### config.mk
export PLATFORM = sky130hd
export DESIGN_NAME = sio_port
export DESIGN_NICKNAME = d
export VERILOG_FILES = /design/src/rtl/sio_pkg.sv /design/src/rtl/sio_clkgen.sv /design/src/rtl/sio_sync_edge.sv /design/src/rtl/sio_tx.sv /design/src/rtl/sio_rx.sv /design/src/rtl/sio_port.sv
export SDC_FILE = /design/constraint.sdc
export NUM_CORES = 1
export LEC_CHECK = 0
export CORE_MARGIN = 2
export CORE_UTILIZATION = 30
export CTS_CLUSTER_SIZE = 8
export DETAILED_ROUTE_END_ITERATION = 8
export PLACE_DENSITY = 0.48
export SETUP_SLACK_MARGIN = 0.4
export SLEW_MARGIN = 20
export SYNTH_ARGS = -nofsm -noshare
export SYNTH_HDL_FRONTEND = slang
export SYNTH_SLANG_ARGS = --single-unit
### constraint.sdc
create_clock -name clk -period 1.9 [get_ports clk]
set_clock_uncertainty 0.05 [all_clocks]
set_input_delay 0.19 -clock clk [delete_from_list [all_inputs] [get_ports clk]]
set_output_delay 0.19 -clock clk [all_outputs]
set_load 0.02 [all_outputs]
### src/rtl/sio_pkg.sv
package sio_pkg;
  // Active edge of the external shift clock
  typedef enum logic {
    EDGE_RISE = 1'b0,
    EDGE_FALL = 1'b1
  } edge_e;
endpackage

### src/rtl/sio_clkgen.sv
// Shift-clock generator for clock-output mode: one burst of DATA_W pulses,
// idle high, half period DIV_HALF system cycles.
module sio_clkgen #(
  parameter int DATA_W   = 8,
  parameter int DIV_HALF = 4
) (
  input  logic clk,
  input  logic rst,
  input  logic start,
  output logic active,
  output logic sclk,
  output logic fall_ev,
  output logic rise_ev,
  output logic last_rise
);
  localparam int HC_W  = $clog2(DIV_HALF + 1);
  localparam int CNT_W = $clog2(DATA_W);

  logic [HC_W-1:0]  hc;
  logic [CNT_W-1:0] nrise;
  logic             tick;

  assign tick      = active && (hc == HC_W'(DIV_HALF - 1));
  assign fall_ev   = tick && sclk;
  assign rise_ev   = tick && !sclk;
  assign last_rise = rise_ev && (nrise == CNT_W'(DATA_W - 1));

  always_ff @(posedge clk) begin
    if (rst) begin
      active <= 1'b0;
      hc     <= '0;
      sclk   <= 1'b1;
      nrise  <= '0;
    end else if (!active) begin
      if (start) begin
        active <= 1'b1;
        hc     <= '0;
        nrise  <= '0;
      end
    end else if (tick) begin
      hc   <= '0;
      sclk <= ~sclk;
      if (!sclk) begin
        nrise <= nrise + 1'b1;
        if (last_rise) active <= 1'b0;
      end
    end else begin
      hc <= hc + 1'b1;
    end
  end
endmodule

### src/rtl/sio_sync_edge.sv
// Synchroniser for the external clock and receive data, plus active-edge detect.
module sio_sync_edge #(
  parameter int SYNC_N = 2
) (
  input  logic            clk,
  input  logic            rst,
  input  logic            sclk_in,
  input  logic            rxd,
  input  sio_pkg::edge_e  edge_sel,
  output logic            ext_edge,
  output logic            rxd_s
);
  logic [SYNC_N:0]   ck_q;
  logic [SYNC_N-1:0] d_q;
  logic              cur, prev;

  assign cur   = ck_q[SYNC_N-1];
  assign prev  = ck_q[SYNC_N];
  assign rxd_s = d_q[SYNC_N-1];

  always_comb begin
    if (edge_sel == sio_pkg::EDGE_FALL) ext_edge = prev && !cur;
    else                                ext_edge = !prev && cur;
  end

  always_ff @(posedge clk) begin
    if (rst) begin
      ck_q <= '0;
      d_q  <= '0;
    end else begin
      ck_q <= {ck_q[SYNC_N-1:0], sclk_in};
      d_q  <= {d_q[SYNC_N-2:0], rxd};
    end
  end
endmodule

### src/rtl/sio_tx.sv
// Transmit shifter: LSB first, clocked by internal falling edges or external active edges.
module sio_tx #(
  parameter int DATA_W = 8
) (
  input  logic              clk,
  input  logic              rst,
  input  logic              out_mode,
  input  logic              load,
  input  logic [DATA_W-1:0] data,
  input  logic              fall_ev,
  input  logic              last_rise,
  input  logic              ext_edge,
  output logic              txd,
  output logic              busy,
  output logic              done
);
  localparam int CNT_W = $clog2(DATA_W);

  logic [DATA_W-1:0] sreg;
  logic [CNT_W-1:0]  cnt;
  logic              last_ext;

  assign last_ext = ext_edge && (cnt == CNT_W'(DATA_W - 1));
  assign done     = busy && (out_mode ? last_rise : last_ext);

  always_ff @(posedge clk) begin
    if (rst) begin
      sreg <= '0;
      cnt  <= '0;
      busy <= 1'b0;
      txd  <= 1'b1;
    end else if (load) begin
      busy <= 1'b1;
      cnt  <= '0;
      if (out_mode) begin
        sreg <= data;
      end else begin
        txd  <= data[0];
        sreg <= data >> 1;
      end
    end else if (done) begin
      busy <= 1'b0;
      txd  <= 1'b1;
    end else if (busy && out_mode && fall_ev) begin
      txd  <= sreg[0];
      sreg <= sreg >> 1;
    end else if (busy && !out_mode && ext_edge) begin
      txd  <= sreg[0];
      sreg <= sreg >> 1;
      cnt  <= cnt + 1'b1;
    end
  end
endmodule

### src/rtl/sio_rx.sv
// Receive shifter and holding register.
module sio_rx #(
  parameter int DATA_W = 8
) (
  input  logic              clk,
  input  logic              rst,
  input  logic              out_mode,
  input  logic              rx_en,
  input  logic              flag,
  input  logic              start_acc,
  input  logic              rise_ev,
  input  logic              last_rise,
  input  logic              ext_edge,
  input  logic              rxd_raw,
  input  logic              rxd_sync,
  output logic [DATA_W-1:0] hold,
  output logic              done
);
  localparam int CNT_W = $clog2(DATA_W);

  logic [DATA_W-2:0] sreg;
  logic [CNT_W-1:0]  cnt;
  logic              armed;
  logic [DATA_W-1:0] nxt_o, nxt_i;
  logic              out_shift, in_shift, in_last, out_last;

  assign nxt_o     = {rxd_raw, sreg};
  assign nxt_i     = {rxd_sync, sreg};
  assign out_shift = out_mode && armed && rise_ev;
  assign out_last  = out_shift && last_rise;
  assign in_shift  = !out_mode && rx_en && ext_edge;
  assign in_last   = in_shift && (cnt == CNT_W'(DATA_W - 1));
  assign done      = out_last || in_last;

  always_ff @(posedge clk) begin
    if (rst) begin
      sreg  <= '0;
      cnt   <= '0;
      armed <= 1'b0;
      hold  <= '0;
    end else begin
      if (start_acc)     armed <= rx_en && !flag;
      else if (out_last) armed <= 1'b0;

      if (!out_mode && !rx_en) cnt <= '0;
      else if (in_last)        cnt <= '0;
      else if (in_shift)       cnt <= cnt + 1'b1;

      if (out_shift)     sreg <= nxt_o[DATA_W-1:1];
      else if (in_shift) sreg <= nxt_i[DATA_W-1:1];

      if (out_last)     hold <= nxt_o;
      else if (in_last) hold <= nxt_i;
    end
  end
endmodule

### src/rtl/sio_port.sv
// Synchronous serial port top: clock source select, engines and sticky flags.
module sio_port #(
  parameter int DATA_W   = 8,
  parameter int DIV_HALF = 4,
  parameter int SYNC_N   = 2
) (
  input  logic              clk,
  input  logic              rst,
  input  logic              out_mode,
  input  logic              edge_sel,
  input  logic              rx_en,
  input  logic              tx_wr,
  input  logic [DATA_W-1:0] tx_wdata,
  input  logic              rx_rd,
  input  logic              clr_tx,
  input  logic              clr_rx,
  output logic [DATA_W-1:0] rx_data,
  output logic              tx_flag,
  output logic              rx_flag,
  output logic              tx_busy,
  output logic              txd,
  input  logic              rxd,
  input  logic              sclk_in,
  output logic              sclk_out,
  output logic              sclk_oe
);
  logic cg_active, cg_sclk, fall_ev, rise_ev, last_rise;
  logic ext_edge, rxd_s;
  logic tx_busy_eng, tx_done, rx_done;
  logic tx_flag_q, rx_flag_q;
  logic busy_all, tx_acc, rx_go, cg_start, start_acc;
  sio_pkg::edge_e edge_q;

  assign edge_q    = sio_pkg::edge_e'(edge_sel);
  assign busy_all  = tx_busy_eng || (out_mode && cg_active);
  assign tx_acc    = tx_wr && !busy_all;
  assign rx_go     = out_mode && rx_en && !rx_flag_q;
  assign cg_start  = out_mode && (tx_acc || rx_go);
  assign start_acc = cg_start && !cg_active;

  sio_clkgen #(.DATA_W(DATA_W), .DIV_HALF(DIV_HALF)) u_clkgen (
    .clk(clk), .rst(rst), .start(cg_start), .active(cg_active), .sclk(cg_sclk),
    .fall_ev(fall_ev), .rise_ev(rise_ev), .last_rise(last_rise)
  );

  sio_sync_edge #(.SYNC_N(SYNC_N)) u_sync (
    .clk(clk), .rst(rst), .sclk_in(sclk_in), .rxd(rxd), .edge_sel(edge_q),
    .ext_edge(ext_edge), .rxd_s(rxd_s)
  );

  sio_tx #(.DATA_W(DATA_W)) u_tx (
    .clk(clk), .rst(rst), .out_mode(out_mode), .load(tx_acc), .data(tx_wdata),
    .fall_ev(fall_ev), .last_rise(last_rise), .ext_edge(ext_edge),
    .txd(txd), .busy(tx_busy_eng), .done(tx_done)
  );

  sio_rx #(.DATA_W(DATA_W)) u_rx (
    .clk(clk), .rst(rst), .out_mode(out_mode), .rx_en(rx_en), .flag(rx_flag_q),
    .start_acc(start_acc), .rise_ev(rise_ev), .last_rise(last_rise),
    .ext_edge(ext_edge), .rxd_raw(rxd), .rxd_sync(rxd_s),
    .hold(rx_data), .done(rx_done)
  );

  // Sticky flags: set has priority over clear
  always_ff @(posedge clk) begin
    if (rst) begin
      tx_flag_q <= 1'b0;
      rx_flag_q <= 1'b0;
    end else begin
      if (tx_done)     tx_flag_q <= 1'b1;
      else if (clr_tx) tx_flag_q <= 1'b0;
      if (rx_done)               rx_flag_q <= 1'b1;
      else if (clr_rx || rx_rd)  rx_flag_q <= 1'b0;
    end
  end

  assign tx_flag  = tx_flag_q;
  assign rx_flag  = rx_flag_q;
  assign tx_busy  = busy_all;
  assign sclk_out = cg_sclk;
  assign sclk_oe  = out_mode;
endmodule

==> metrics.txt, run 1 <==
Place WS -0.2645 ns; gpl congestion 0.7381; Leak between 1 and 1.5 nW; fill count 691; Die X 88.08 um; largest fanout on the critical path 3; Cell variety after synth 39; cell mode on critical path buf_6; vias in the first global route between 1500 and 2000; DP HPWL approximately 3.1 mm; maxcap violations 0; Hold Vio Cnt, Final 0; Area after DPL 0.002690 mm^2; clk buf depth 2; FF+latch count, synth 47; initial antenna violation count 0; ratio of final minimum period to clock period 90.85%; fin crit period between 1.5 and 2 ns; worst setup margin 0.1738 ns; crit path capture type flip-flop; Initial Util between 30% and 40%; Detailed Route WL 4.691 mm; crit path cell chain ha_4, nand4b_1, buf_4, buf_6, nor3b_4, buf_6, mux2i_1, nor2_1; vias around 1700; grt ovf 0; Core Footprint between 0.006 and 0.007 mm^2; pwr dens 667.8 mW/mm^2; first-pass GRT wire length 7.852 mm; status completed; Non-Filler Instances 379; share of layout cells above drive strength 1 25.44%; die height about 88 um; Fin Setup TNS 0 ns; RSZ-0062 raised after global routing true; crit path kind flip-flop to flip-flop; cts bufs inserted 5; IO Pins 33; clk_lat worst skew ~0.30 ns; H-tree depth 2; R2R Setup Slk 0.17 ns; Port Buffer Count 32; Antenna Cells 0; CTS Hold Bufs 0; post-DR wirelength/cell between 10 and 15 um; CTS clk-pin slew, worst paths 0.09 ns; Synth Flop Type dfxtp_1; Post-Syn Nets 250; Relative slew margins 74.60%; Die Footprint 0.007758 mm^2; EDFF count, synth 0; Worst Hold Class input port to flip-flop; final instance area 0.003034 mm^2; register area share after synthesis 44.37%; post-synthesis async set-or-reset flop share 0%; Critical Path RT 2.04 ns; Peak Freq 579.3 MHz; GRT Total Usage 12.89%; critical path's slowest cell dfxtp_2; clock sink total 47; CTS Root Cell clkbuf_8; drt first pass iters 5; largest net degree at the start of global routing 46; CTS tree yes; Avg Cell Area, Syn roughly 9.5 um^2; Startpoint Class flip-flop; Setup violations, final 0; num rows 30; nets 308; DRC Markers 0; arrival time at the worst endpoint 1.87 ns; worst vdd ir 346.2 uV; P&R area growth vs syn 43.07%; CP peak stage delay 0.36 ns; via/cell ratio 4.607; YS warnings 0; Mapped Area 0.002121 mm^2; Cells after Synth 224; Slew Limit Fails 0; Worst-Margin Slew ~0.38 ns; ANT nets after route 0; 1st-iter DRT viols 52; placed insts 361
worst paths after layout:
| path | depth (start not counted) | start | end |
|---|---|---|---|
| setup / recovery | 8 | u_clkgen.hc[0] | u_rx.sreg[6] |
| hold / removal | 2 | sclk_in | u_sync.ck_q[0] |
| setup reg to reg | 8 | u_clkgen.hc[0] | u_rx.sreg[6] |
| hold reg to reg | 1 | u_sync.ck_q[0] | u_sync.ck_q[1] |
per-stage QoR:
stage / power (mW) / util [%] / hold slack (ns)
after floorplan: 1.187 / - / 0.2682
after global placement: 1.294 / 39.38 / 0.3688
after detailed placement: 1.292 / 39.38 / 0.3766
after CTS: 2.049 / 43.83 / 0.3803
after global routing: 2.119 / 44.41 / 0.3747
final: 2.026 / 44.41 / 0.3872
kinds of logic after synthesis:
family	count (synthesis)	synth area share, %
compound gates	41	14.63
xor+xnor	2	0.8261
fa+ha+maj	7	4.130
buf+inv	14	3.481
flops	47	44.37
mux	26	12.33
simple gates	87	20.24
critical path: cells and delay by family, from the launching register on:
family                     cells  cell delay (ns)
adders and majority gates      1             0.14
buffers and inverters          3             0.45
DFF                            1             0.36
muxes                          1             0.17
and+or+nand+nor                3             0.45
what timing repair did:
action	CTS	global route
gates resized for setup	44	15
buffers inserted	7	2
cloned	1	0
pin swaps	16	17
endpoints found under the setup margin	50	48
cell usage in the layout (no fill, tap or decap), drive strengths merged, types with 3 or more instances in the layout:
cell / synthesis / routed
mux2i: 25 / 25
a31oi: 3 / 3
nand2b: 7 / 7
a211o: 8 / 8
clkbuf: 6 / 5
nand3b: 3 / 3
nor3: 4 / 4
dlygate4sd2: 0 / 8
buf: 5 / 31
dfxtp: 47 / 47
dlymetal6s2s: 0 / 6
nand3: 6 / 6
o21ai: 5 / 5
inv: 3 / 3
clkdlybuf4s50: 0 / 17
nor2: 39 / 39
nand2: 13 / 13
nor2b: 5 / 5
ha: 7 / 7
a21oi: 17 / 17
or2: 3 / 3
cells in the mapped netlist (5+ instances only):
| library cell | instances | area [um^2] |
|---|---|---|
| a21oi_1 | 13 | 65.06 |
| nand3_1 | 6 | 30.03 |
| nor2_1 | 37 | 138.9 |
| mux2i_1 | 25 | 250.2 |
| dfxtp_1 | 47 | 940.9 |
| o21ai_0 | 5 | 25.02 |
| nand2b_1 | 7 | 43.79 |
| clkbuf_1 | 6 | 22.52 |
| nand2_1 | 13 | 48.80 |
| a211o_1 | 8 | 70.07 |
| nor2b_1 | 5 | 31.28 |
| ha_1 | 7 | 87.58 |
power by group:
part | leakage [nW] | switching (mW) | total [mW] | internal [mW]
logic | 0.860 | 0.125 | 0.257 | 0.132
registers | 0.384 | 0.0171 | 1.03 | 1.01
clock network | 0.0581 | 0.349 | 0.742 | 0.392
total | 1.30 | 0.491 | 2.03 | 1.53
layout make-up:
type                       count  area, um^2  share of cell area, %
clock inverter                 3       43.79                  1.443
sequential                    47       952.2                  31.38
timing repair buffer          62       620.6                  20.45
tap                           96       120.1                  3.959
multi-input combinational    163        1217                  40.12
inverter                       3       11.26                 0.3711
clock buffer                   5       68.82                  2.268
flip-flops by register name (all words and copies together), names as in the netlist:
signal and count:
u_tx.sreg 8, u_clkgen.active 1, u_rx.hold 8, u_sync.ck_q 3, u_tx.txd 1, u_clkgen.hc 3
u_sync.d_q 2, u_tx.cnt 3, u_rx.cnt 3, u_clkgen.nrise 3, u_tx.busy 1, u_rx.armed 1
tx_flag 1, rx_flag 1, u_clkgen.sclk 1, u_rx.sreg 7
metal layers:
| layer | track usage [%] | routed length [um] |
|---|---|---|
| met1 | 17.85 | 2367 |
| met2 | 19.90 | 2049 |
| met3 | 2.733 | 210 |
| met4 | 4.545 | 64 |
| met5 | 0 | 0 |
Power figures use the tool's default switching activity.
==> inputs of run 2 (changes only) <==
--- a/config.mk
+++ b/config.mk
@@ -11,7 +11,6 @@
 export DETAILED_ROUTE_END_ITERATION = 8
 export PLACE_DENSITY = 0.48
 export SETUP_SLACK_MARGIN = 0.4
-export SLEW_MARGIN = 20
 export SYNTH_ARGS = -nofsm -noshare
 export SYNTH_HDL_FRONTEND = slang
 export SYNTH_SLANG_ARGS = --single-unit
==> results of run 2 <==
No change in the layout: final DEF, timing and power equal those of run 1.
==> inputs of run 3 (changes only) <==
--- a/config.mk
+++ b/config.mk
@@ -5,10 +5,12 @@
 export SDC_FILE = /design/constraint.sdc
 export NUM_CORES = 1
 export LEC_CHECK = 0
+export ABC_AREA = 1
 export CORE_MARGIN = 2
 export CORE_UTILIZATION = 30
 export CTS_CLUSTER_SIZE = 8
 export DETAILED_ROUTE_END_ITERATION = 8
+export HOLD_SLACK_MARGIN = 0.05
 export PLACE_DENSITY = 0.48
 export SETUP_SLACK_MARGIN = 0.4
 export SYNTH_ARGS = -nofsm -noshare
==> run 3 against run 2 <==
Wire length up 8.1%; cell count increased by 21%; sequential power hardly changed; non-clock buffer count is 4 higher; sequential cell count stayed put; clock power rose by 2%; die area rose by 0.50%; combinational power grew 14%; register-to-register slack improved by 0.15 ns; core utilization is 0.71 points higher; cell area increased by 1.6%; worst setup slack improved by 0.15 ns; largest power group unchanged; highest routed layer unchanged.
==> metrics.txt, run 3 <==
clk buf depth 2 (unchanged); commonest non-fill, non-tap cell in the layout nand2_1; fin crit period 1.574 ns (-0.1518 ns); worst vdd ir 334.8 uV (-3.3%); largest area contributor in the netlist dfxtp_1; final core utilization 45.13% (+0.71 points); Relative slew margins 79.80% (+5.2 points); clock sink total 47 (unchanged); CP peak stage delay 0.34 ns (-0.02 ns); placed insts 430 (+19%); Leak 1.478 nW (+14%); Cells after Synth 299 (+33%); vias 1999 (+14%); YS warnings 0 (unchanged); Port Buffer Count 32 (unchanged); area share of the largest cell type after synthesis 44.13% (-0.23 points); Worst Hold Class input port to flip-flop; final instance area 0.003083 mm^2 (+1.6%); arrival time at the worst endpoint 1.72 ns (-0.15 ns); R2R Setup Slk 0.33 ns (+0.15 ns); ANT nets after route 0 (unchanged); Post-Syn Nets 325 (+30%); Synth Flop Type dfxtp_1; most frequent cell after synthesis nand2_1; post-DR wirelength/cell 11.03 um (-11%); largest net degree at the start of global routing 18 (-61%); via/cell ratio 4.346 (-5.7%); GRT Total Usage 13.48% (+0.58 points); crit path cell chain ha_2, ha_4, nand4_1, nand2_2, inv_2, nand2_4, clkinvlp_4, nor2_1, nor2_1; Area after DPL 0.002596 mm^2 (-3.5%); reg2reg path depth 9 (+1); cell mode on critical path nor2_1; cts bufs inserted 5 (unchanged); hold path startpoint sclk_in; Slew Limit Fails 0 (unchanged); H-tree depth 2 (unchanged); gpl congestion 0.7821 (+6.0%); Hold Slack 0.3419 ns (-0.04526 ns); IO Pins 33 (unchanged); EDFF count, synth 0 (unchanged); critical path's slowest cell dfxtp_2; Worst Hold Depth 3 (+1); Crit Reg-Reg Endpoint u_tx.sreg[3]; register area share after synthesis 44.13% (-0.23 points); Detailed Route WL 5.073 mm (+8.1%); Worst-Margin Slew 0.3017 ns (-0.07707 ns); Hold Vio Cnt, Final 0 (unchanged); post-synthesis async set-or-reset flop share 0% (unchanged); num rows 30 (unchanged); RSZ-0062 raised after global routing true; DP HPWL 3.418 mm (+9.4%); Top Registers u_rx.hold x8, u_tx.sreg x8, u_rx.sreg x7; Critical Path RT 2.05 ns (about the same); share of layout cells above drive strength 1 25.82% (+0.38 points); Fin Setup TNS 0 ns (unchanged); Mapped Area 0.002132 mm^2 (+0.53%); P&R area growth vs syn 44.60%; CTS Root Cell clkbuf_8; initial antenna violation count 0 (unchanged); pwr dens 678.2 mW/mm^2 (+1.6%); Reg-to-Reg Start u_clkgen.nrise[0]; die height 88.30 um (+0.25%); Power Total 2.091 mW (+3.2%); worst setup margin 0.3256 ns (+0.1518 ns); Die X 88.30 um (+0.25%); Antenna Cells 0 (unchanged); crit path kind flip-flop to flip-flop; DRC Markers 0 (unchanged); largest fanout on the critical path 6 (+3); CTS clk-pin slew, worst paths 0.09 ns (about the same); Non-Filler Instances 460 (+21%); FF+latch count, synth 47 (unchanged); crit path capture type flip-flop; Peak Freq 635.2 MHz (+9.6%); fill count 736 (+6.5%); status completed; Initial Util 31.21% (+0.16 points); ranking of synthesized cells by area dfxtp_1, nand2_1, nor2_1; most frequent cells in the layout nand2_1, nor2_1, dfxtp_1; clk_lat worst skew 0.30 ns (about the same); Startpoint Class flip-flop; CTS Hold Bufs 0 (unchanged); ratio of final minimum period to clock period 82.86% (-8.0 points); Avg Cell Area, Syn 7.131 um^2 (-25%); Core Footprint 0.006832 mm^2 (unchanged); CTS tree yes; drt first pass iters 4 (-1); 1st-iter DRT viols 67 (+29%); first-pass GRT wire length 8.217 mm (+4.6%); maxcap violations 0 (unchanged); most instantiated cells after synthesis nand2_1, nor2_1, dfxtp_1; Setup violations, final 0 (unchanged); vias in the first global route 1806 (+8.1%); nets 389 (+26%); Cell variety after synth 29 (-26%); Hold EP u_sync.ck_q[0]; grt ovf 0 (unchanged); Die Footprint 0.007797 mm^2 (+0.50%); Place WS 0.07934 ns (+0.3439 ns)
run 3: critical path, delay by kind of cell (launching register included):
kind | cells | cell delay (ns)
adder cells (fa/ha/maj) | 2 | 0.32
buffers and inverters | 2 | 0.22
flip-flops | 1 | 0.34
AND/OR/NAND/NOR | 5 | 0.55
run 3: logic make-up after synthesis:
family / Yosys count / synth area share [%]
fa+ha+maj: 7 / 4.108
xor+xnor: 1 / 0.4109
simple gates: 148 / 29.23
buf+inv: 43 / 9.271
compound gates: 53 / 12.85
flops: 47 / 44.13
run 3: cell type report:
cell class | instances | area (um^2) | area share, %
Clock inverter | 3 | 47.55 | 1.542
Timing Repair inverter | 1 | 7.507 | 0.2435
Sequential cell | 47 | 952.2 | 30.88
Tap cell | 96 | 120.1 | 3.896
Timing Repair Buffer | 66 | 595.6 | 19.32
Multi-Input combinational cell | 209 | 1162 | 37.70
Inverter | 33 | 128.9 | 4.180
Clock buffer | 5 | 68.82 | 2.232
run 3: metal layers:
metal,GRT usage (%),part of all wire (%),up-vias
met3,3.078,3.8,4
met2,22.21,46,32
met1,17.43,49,887
met4,4.545,1.1,0
li1,-,-,1076
met5,0,0,-
run 3: worst max path at each step:
stage	slack, ns	endpoint	from
CTS	0.34	u_tx.sreg[3]	u_clkgen.hc[1]
global placement	0.10	u_tx.sreg[4]	edge_sel
global route	0.22	u_tx.sreg[5]	u_clkgen.hc[0]
detailed placement	0.08	u_tx.sreg[2]	edge_sel
finish	0.33	u_tx.sreg[3]	u_clkgen.nrise[0]
floorplan	0.43	u_rx.hold[3]	u_clkgen.hc[0]
run 3: what timing repair did:
| item | 4_1_cts | 5_1_grt |
|---|---|---|
| pin swaps | 10 | 23 |
| endpoints found under the setup margin | 33 | 43 |
| setup buffers | 10 | 11 |
| cloned | 1 | 0 |
| hold endpoints to repair | 0 | 0 |
| resized for setup | 27 | 54 |
run 3: where the power goes:
| group | switching [mW] | leakage, nW | internal [mW] | total, mW |
|---|---|---|---|---|
| clock network | 0.357 | 0.0587 | 0.399 | 0.756 |
| logic | 0.157 | 1.03 | 0.135 | 0.292 |
| registers | 0.0231 | 0.386 | 1.02 | 1.04 |
